**src/rtl/charmem_writer_pkg.sv**
```systemverilog
// Package: shared types for the character memory write controller.
// Assumes: one system clock domain; host signals are synchronized before use.
package charmem_writer_pkg;

    // Entry mode as taken at the falling strobe edge
    typedef enum logic {
        MODE_RAND = 1'b0,
        MODE_SEQ  = 1'b1
    } entry_mode_e;

    // Bit positions of the shared pins in sequential mode
    localparam int SHR_EN_BIT  = 0;
    localparam int SHR_CLR_BIT = 1;

endpackage

```
**src/rtl/sig_sync.sv**
```systemverilog
// Module: sig_sync
// Multi-stage synchronizer for a vector of independent asynchronous inputs.
// Assumes: STAGES >= 2; each bit is synchronized on its own (no bus coherency).
module sig_sync #(
    parameter int          STAGES = 2,
    parameter int          N      = 1,
    parameter logic [N-1:0] IDLE  = '0
) (
    input  logic         clk,
    input  logic         rst_n,
    input  logic [N-1:0] d_async,
    output logic [N-1:0] d_sync
);

    for (genvar b = 0; b < N; b++) begin : g_bit
        logic [STAGES-1:0] shreg;

        // Shift the asynchronous bit through the synchronizer chain
        always_ff @(posedge clk) begin
            if (!rst_n) begin
                shreg <= {STAGES{IDLE[b]}};
            end else begin
                shreg <= {shreg[STAGES-2:0], d_async[b]};
            end
        end

        assign d_sync[b] = shreg[STAGES-1];
    end

endmodule

```
**src/rtl/strobe_edge.sv**
```systemverilog
// Module: strobe_edge
// Combines the synchronized chip select and write line into one strobe and
// flags its start (falling write edge) and end (rising write edge).
// Assumes: inputs are already synchronized; the events last one clock each.
module strobe_edge (
    input  logic clk,
    input  logic rst_n,
    input  logic wr_s,
    input  logic cs_s,
    output logic fall_ev,
    output logic rise_ev
);

    logic act_now;
    logic act_q;

    // Strobe is active only when both active-low inputs are low
    always_comb act_now = ~wr_s & ~cs_s;

    // Remember the previous strobe level for edge detection
    always_ff @(posedge clk) begin
        if (!rst_n) act_q <= 1'b0;
        else        act_q <= act_now;
    end

    // Edge events of the combined strobe
    always_comb begin
        fall_ev = act_now & ~act_q;
        rise_ev = ~act_now & act_q;
    end

endmodule

```
**src/rtl/entry_counter.sv**
```systemverilog
// Module: entry_counter
// Sequential entry location counter, saturating at DEPTH with a full flag.
// Assumes: inc is never raised while full; clr has priority over inc.
module entry_counter #(
    parameter int DEPTH = 8,
    parameter int CNT_W = $clog2(DEPTH + 1)
) (
    input  logic             clk,
    input  logic             rst_n,
    input  logic             clr,
    input  logic             inc,
    output logic [CNT_W-1:0] cnt,
    output logic             full
);

    logic [CNT_W-1:0] cnt_q;

    // Count accepted entries; clear and reset return to location 0
    always_ff @(posedge clk) begin
        if (!rst_n)                           cnt_q <= '0;
        else if (clr)                         cnt_q <= '0;
        else if (inc && cnt_q != CNT_W'(DEPTH)) cnt_q <= cnt_q + 1'b1;
    end

    assign cnt = cnt_q;

    // Full once DEPTH entries have been accepted
    always_comb full = (cnt_q == CNT_W'(DEPTH));

endmodule

```
**src/rtl/char_store.sv**
```systemverilog
// Module: char_store
// Register-based character memory with one write port, a combinational
// read port and a clear that loads every entry with the blank code.
// Assumes: clr has priority over we; DEPTH is small (register file).
module char_store #(
    parameter int              DEPTH  = 8,
    parameter int              DATA_W = 6,
    parameter int              ADDR_W = $clog2(DEPTH),
    parameter logic [DATA_W-1:0] BLANK = 6'b100000
) (
    input  logic              clk,
    input  logic              rst_n,
    input  logic              clr,
    input  logic              we,
    input  logic [ADDR_W-1:0] waddr,
    input  logic [DATA_W-1:0] wdata,
    input  logic [ADDR_W-1:0] raddr,
    output logic [DATA_W-1:0] rdata
);

    logic [DATA_W-1:0] ent [DEPTH];

    for (genvar i = 0; i < DEPTH; i++) begin : g_ent
        // Hold one entry; blank on reset or clear, load on a matching write
        always_ff @(posedge clk) begin
            if (!rst_n || clr)                        ent[i] <= BLANK;
            else if (we && waddr == ADDR_W'(i))       ent[i] <= wdata;
        end
    end

    // Scan read port
    always_comb rdata = ent[raddr];

endmodule

```
**src/rtl/charmem_writer.sv**
```systemverilog
// Module: charmem_writer (top)
// Host write controller for the character memory, with random and sequential
// entry modes. It synchronizes cs_n, wr_n and the sequential clear; takes
// mode, location and enable at the strobe start, and data at the strobe end.
// Assumes: mode_in, shr_in and data_in stay stable for at least three clocks
// around each strobe edge; shr_in[1] is held high when leaving sequential mode.
module charmem_writer
    import charmem_writer_pkg::*;
#(
    parameter int                DEPTH       = 8,
    parameter int                DATA_W      = 6,
    parameter int                SYNC_STAGES = 2,
    parameter logic [DATA_W-1:0] BLANK       = 6'b100000,
    localparam int               ADDR_W      = $clog2(DEPTH),
    localparam int               CNT_W       = $clog2(DEPTH + 1)
) (
    input  logic              clk,
    input  logic              rst_n,
    input  logic              cs_n,
    input  logic              wr_n,
    input  logic              mode_in,
    input  logic [DATA_W-1:0] data_in,
    input  logic [ADDR_W-1:0] shr_in,
    input  logic              shutdown,
    input  logic [ADDR_W-1:0] rd_addr,
    output logic [DATA_W-1:0] rd_data,
    output logic              full_out,
    output logic              wr_active
);

    logic              wr_s, cs_s, clr_n_s;
    logic              fall_ev, rise_ev;
    entry_mode_e       mode_q;
    logic [ADDR_W-1:0] addr_q;
    logic              go_q;
    logic              fullv_q;
    logic [CNT_W-1:0]  cnt_q;
    logic              full_int;
    logic              clear_now;
    logic              we;
    logic [ADDR_W-1:0] waddr;

    sig_sync #(
        .STAGES (SYNC_STAGES),
        .N      (3),
        .IDLE   (3'b111)
    ) u_sync (
        .clk     (clk),
        .rst_n   (rst_n),
        .d_async ({shr_in[SHR_CLR_BIT], cs_n, wr_n}),
        .d_sync  ({clr_n_s, cs_s, wr_s})
    );

    strobe_edge u_edge (
        .clk     (clk),
        .rst_n   (rst_n),
        .wr_s    (wr_s),
        .cs_s    (cs_s),
        .fall_ev (fall_ev),
        .rise_ev (rise_ev)
    );

    // Clear acts only while the last taken mode is sequential
    always_comb clear_now = (mode_q == MODE_SEQ) && !clr_n_s;

    // Strobe-edge control: mode, location and write decision at the start,
    // full-valid at the end
    always_ff @(posedge clk) begin
        if (!rst_n) begin
            mode_q  <= MODE_RAND;
            addr_q  <= '0;
            go_q    <= 1'b0;
            fullv_q <= 1'b0;
        end else begin
            if (fall_ev) begin
                mode_q <= entry_mode_e'(mode_in);
                if (mode_in) begin
                    go_q <= shr_in[SHR_EN_BIT] & ~full_int;
                end else begin
                    addr_q  <= shr_in;
                    go_q    <= 1'b1;
                    fullv_q <= 1'b0;
                end
            end else if (rise_ev) begin
                go_q <= 1'b0;
                if (mode_q == MODE_SEQ) fullv_q <= 1'b1;
            end
            if (clear_now) go_q <= 1'b0;
        end
    end

    // Commit at the strobe end to the counter or latched location
    always_comb begin
        we    = rise_ev & go_q & ~clear_now;
        waddr = (mode_q == MODE_SEQ) ? cnt_q[ADDR_W-1:0] : addr_q;
    end

    entry_counter #(
        .DEPTH (DEPTH),
        .CNT_W (CNT_W)
    ) u_cnt (
        .clk   (clk),
        .rst_n (rst_n),
        .clr   (clear_now),
        .inc   (we && mode_q == MODE_SEQ),
        .cnt   (cnt_q),
        .full  (full_int)
    );

    char_store #(
        .DEPTH  (DEPTH),
        .DATA_W (DATA_W),
        .ADDR_W (ADDR_W),
        .BLANK  (BLANK)
    ) u_mem (
        .clk   (clk),
        .rst_n (rst_n),
        .clr   (clear_now),
        .we    (we),
        .waddr (waddr),
        .wdata (data_in),
        .raddr (rd_addr),
        .rdata (rd_data)
    );

    // Outputs toward the host and the scan logic
    always_comb begin
        full_out  = (mode_q == MODE_SEQ) & fullv_q & full_int & ~shutdown;
        wr_active = go_q;
    end

endmodule

```
**config.mk**
```make
export PLATFORM = sky130hd
export DESIGN_NAME = charmem_writer
export DESIGN_NICKNAME = d
export VERILOG_FILES = /design/src/rtl/charmem_writer_pkg.sv /design/src/rtl/sig_sync.sv /design/src/rtl/strobe_edge.sv /design/src/rtl/entry_counter.sv /design/src/rtl/char_store.sv /design/src/rtl/charmem_writer.sv
export SDC_FILE = /design/constraint.sdc
export NUM_CORES = 1
export LEC_CHECK = 0
export BUFFER_PORTS_ARGS = -buffer_cell sky130_fd_sc_hd__buf_2
export CORE_ASPECT_RATIO = 1.5
export CORE_MARGIN = 8
export CORE_UTILIZATION = 25
export CTS_CLUSTER_DIAMETER = 30
export DETAILED_ROUTE_END_ITERATION = 10
export PLACE_DENSITY = 0.44
export SLEW_MARGIN = 20
export SYNTH_ARGS = -nofsm -noshare
export SYNTH_HDL_FRONTEND = slang
export SYNTH_SLANG_ARGS = --single-unit
```
**constraint.sdc**
```tcl
create_clock -name clk -period 2.9 [get_ports clk]
set_clock_uncertainty 0.1 [all_clocks]
set_input_delay 0.29 -clock clk [delete_from_list [all_inputs] [get_ports clk]]
set_output_delay 0.29 -clock clk [all_outputs]
set_load 0.05 [all_outputs]
```
==> impl_results.md <==
- Layout fillers: 1207
- Hpwl dp: 5170 um
- PwrDens: a little over 600 mW/mm^2
- Drt first pass iters: 4
- Ys Warns: 0
- Synth Area in XOR/XNOR: 0%
- Placement row count: ~50
- Netlist cell types: 37
- Vias per cell: 4.59
- GPL Wtd Cong: between 0.7 and 0.8
- Fin worst setup slack: about 0.56 ns
- CTS tree: built
- Mapped cell area: between 0.002 and 0.003 sq mm
- Setup Fix Bufs, Post-CTS: 0
- Startpoint types: flop
- Area of the multi-input gates: 0.00110 sq mm
- Post-Syn Nets: 253
- Post-CTS Hold Buffers: 0
- Die width: approximately 110 um
- Seq/Total Area, Yosys: approximately 59%
- Leak: approximately 1.2 nW
- Area contributors post-synth: edfxtp_1, dfxtp_1, mux4_2, nor3_1, o21ai_0
- Fmax: 428 MHz
- VDD IR max: ~0.00026 V
- First-pass GRT wire length: 11500 um
- Top cells by count, synth: edfxtp_1, nor3_1, dfxtp_1, o21ai_0, mux4_2
- Leading area contributor after synthesis: edfxtp_1
- Setup TNS Final: 0 ns
- Vias: slightly below 2000
- Minimum clock period: around 2.3 ns
- #FFs+latches synth: between 60 and 70
- Worst-margin pin slew: ~0.63 ns
- Post_cts resized: 0
- Sequential cell area: ~0.0018 sq mm
- Hold/Removal Path Class: in2reg
- Mean post-synth cell area: around 13 sq um
- Synth Area in Compound Gates: under 10%
- Area growth syn-to-layout: 21.1%
- Worst setup path category: reg2reg
- Adder-Cell Fraction of Synth Area: 1.67%
- RSZ-0062 raised after global routing: false
- DRC errors left: 0
- Nets: between 200 and 300
- Drt initial violations: 92
- Vias in the first global route: around 2000
- Largest family of logic cells by synthesized area: simple AND/OR/NAND/NOR gates
- DRT antenna net count: 0
- Cells after Synth: 231
- Congestion Overflow GR: 0
- Starting Density: between 20% and 30%
- Port bufs: 25
- Status: finished, final reports clean
- Required time of the critical path: ~2.8 ns
- CTS Sinks: 65
- Post-DP Area: between 0.003 and 0.004 sq mm
- Worst Setup End Kind: flop
- Critical-path maximum fanout: 18
- Fin. max-slew vios: 0
- CTS clk-pin slew, worst paths: roughly 0.060 ns
- Die Ht: ~150 um
- Antenna violations before repair: 0
- MaxCap Viol Count: 0
- CTS root buffer: clkbuf_16
- Post-Place Worst Slack: approximately 0.57 ns
- Relative slew margins: 57.4%
- Largest net degree at the start of global routing: 25
- CTS Buf Count: 9
- WL/cell: between 15 and 20 um
- Share of the synthesized area in the top cell type: between 40% and 50%
- Post-synthesis mux area share: a little over an eighth
- Final WL: just over 7000 um
- Max clock buf depth: 2
- Count leader, synth: edfxtp_1
- Final Setup Violations: 0
- Data arrival time of the critical path: approximately 2.3 ns
- Fin area: 0.00363 sq mm
- H-Tree Depth: 3
- Num ports: 26
- Async S/R FF share, synth: 0%
- N_diodes: 0
- Clk_lat worst skew: 0.33 ns
- Core Region: between 0.01 and 0.015 sq mm
- Final Hold Violating Endpoints: 0
- Layout cells sized above 1: 26.7%
- Post-synth EDFFs: 48
- Die Area: ~0.016 sq mm
- Synth Area in Simple Gates: ~16%
- Post-route clock period utilization: roughly four fifths
- Main synth FF type: edfxtp_1
- Gr usage total: about a tenth
-- logic make-up (layout without fill, tap and decap cells) --
kind of cell	after synthesis	count (layout)
simple gates	83	83
flops	65	65
compound gates	30	30
buf+inv	25	64
mux	24	24
fa+ha+maj	4	4
-- critical path, stage by stage, from the launching register on --
cell and delay (ns):
dfxtp_1 0.66, mux2_4 0.35, a2111o_1 0.53, o21ai_0 0.22
buf_4 0.17
-- registers in the layout (all words and copies together) (netlist names) --
| register | count |
|---|---|
| mode_q | 1 |
| u_cnt.cnt | 4 |
| fullv_q | 1 |
| u_sync.g_bit.shreg | 6 |
| u_edge.act_q | 1 |
| addr_q | 3 |
| u_mem.ent | 48 |
| wr_active | 1 |
-- layout by cell type (no fill, tap or decap), drive strengths merged --
master,count
edfxtp,48
nor3,42
buf,37
dfxtp,17
o21ai,16
mux4,12
nor2b,9
or3,9
clkbuf,9
clkinv,9
nand2b,7
mux2,7
inv,6
mux2i,5
a21oi,5
ha,4
nand3,3
and3,2
o2111ai,2
nand2,2
a2111o,2
and3b,2
clkinvlp,2
or2,1
a21o,1
o21a,1
nand3b,1
nor2,1
and2,1
nand4,1
and4,1
or4,1
a311oi,1
o21bai,1
a21boi,1
bufinv,1
-- per-layer routing --
layer  vias up  GRT usage (%)  wire (um)
met5         -              0          0
met4         0           4.73        163
met3        12           3.19        324
met2        41           16.0       3520
met1       935           10.8       3120
li1        953              -          -
-- cell type report --
cell class | instances | area share (%)
sequential | 65 | 49.1
clock buffer | 9 | 6.21
clock inverter | 7 | 1.97
timing repair buffer | 37 | 5.93
tap | 153 | 5.28
inverter | 11 | 1.14
multi-input combinational | 141 | 30.4
-- through the flow --
step | hold slack (ns) | std cells | util, % | total power, mW
final | 0.0398 | 423 | 30.7 | 2.25
after CTS | 0.0246 | 423 | 30.7 | 2.28
after global placement | 0.291 | 407 | 28.2 | 1.20
after global routing | 0.0455 | 423 | 30.7 | 2.33
after detailed placement | 0.293 | 407 | 28.2 | 1.21
after floorplan | 0.263 | 231 | - | 1.14
-- where the power goes --
part | internal [mW] | leakage [nW] | switching, mW
combinational | 0.0553 | 0.443 | 0.0961
clock | 0.663 | 0.139 | 0.408
sequential | 1.02 | 0.606 | 0.00997
total | 1.74 | 1.19 | 0.514
-- path summary, 6_finish.rpt --
check             depth (start not counted)  slack, ns                  endpoint                     start
hold reg to reg                           1       0.30  u_sync.g_bit[0].shreg[1]  u_sync.g_bit[0].shreg[0]
setup reg to reg                          4       0.56           u_mem.ent[2][0]                    mode_q
setup / recovery                          4       0.56           u_mem.ent[2][0]                    mode_q
hold / removal                            2       0.04  u_sync.g_bit[1].shreg[0]                      cs_n
(Power assumes the default switching activity.)
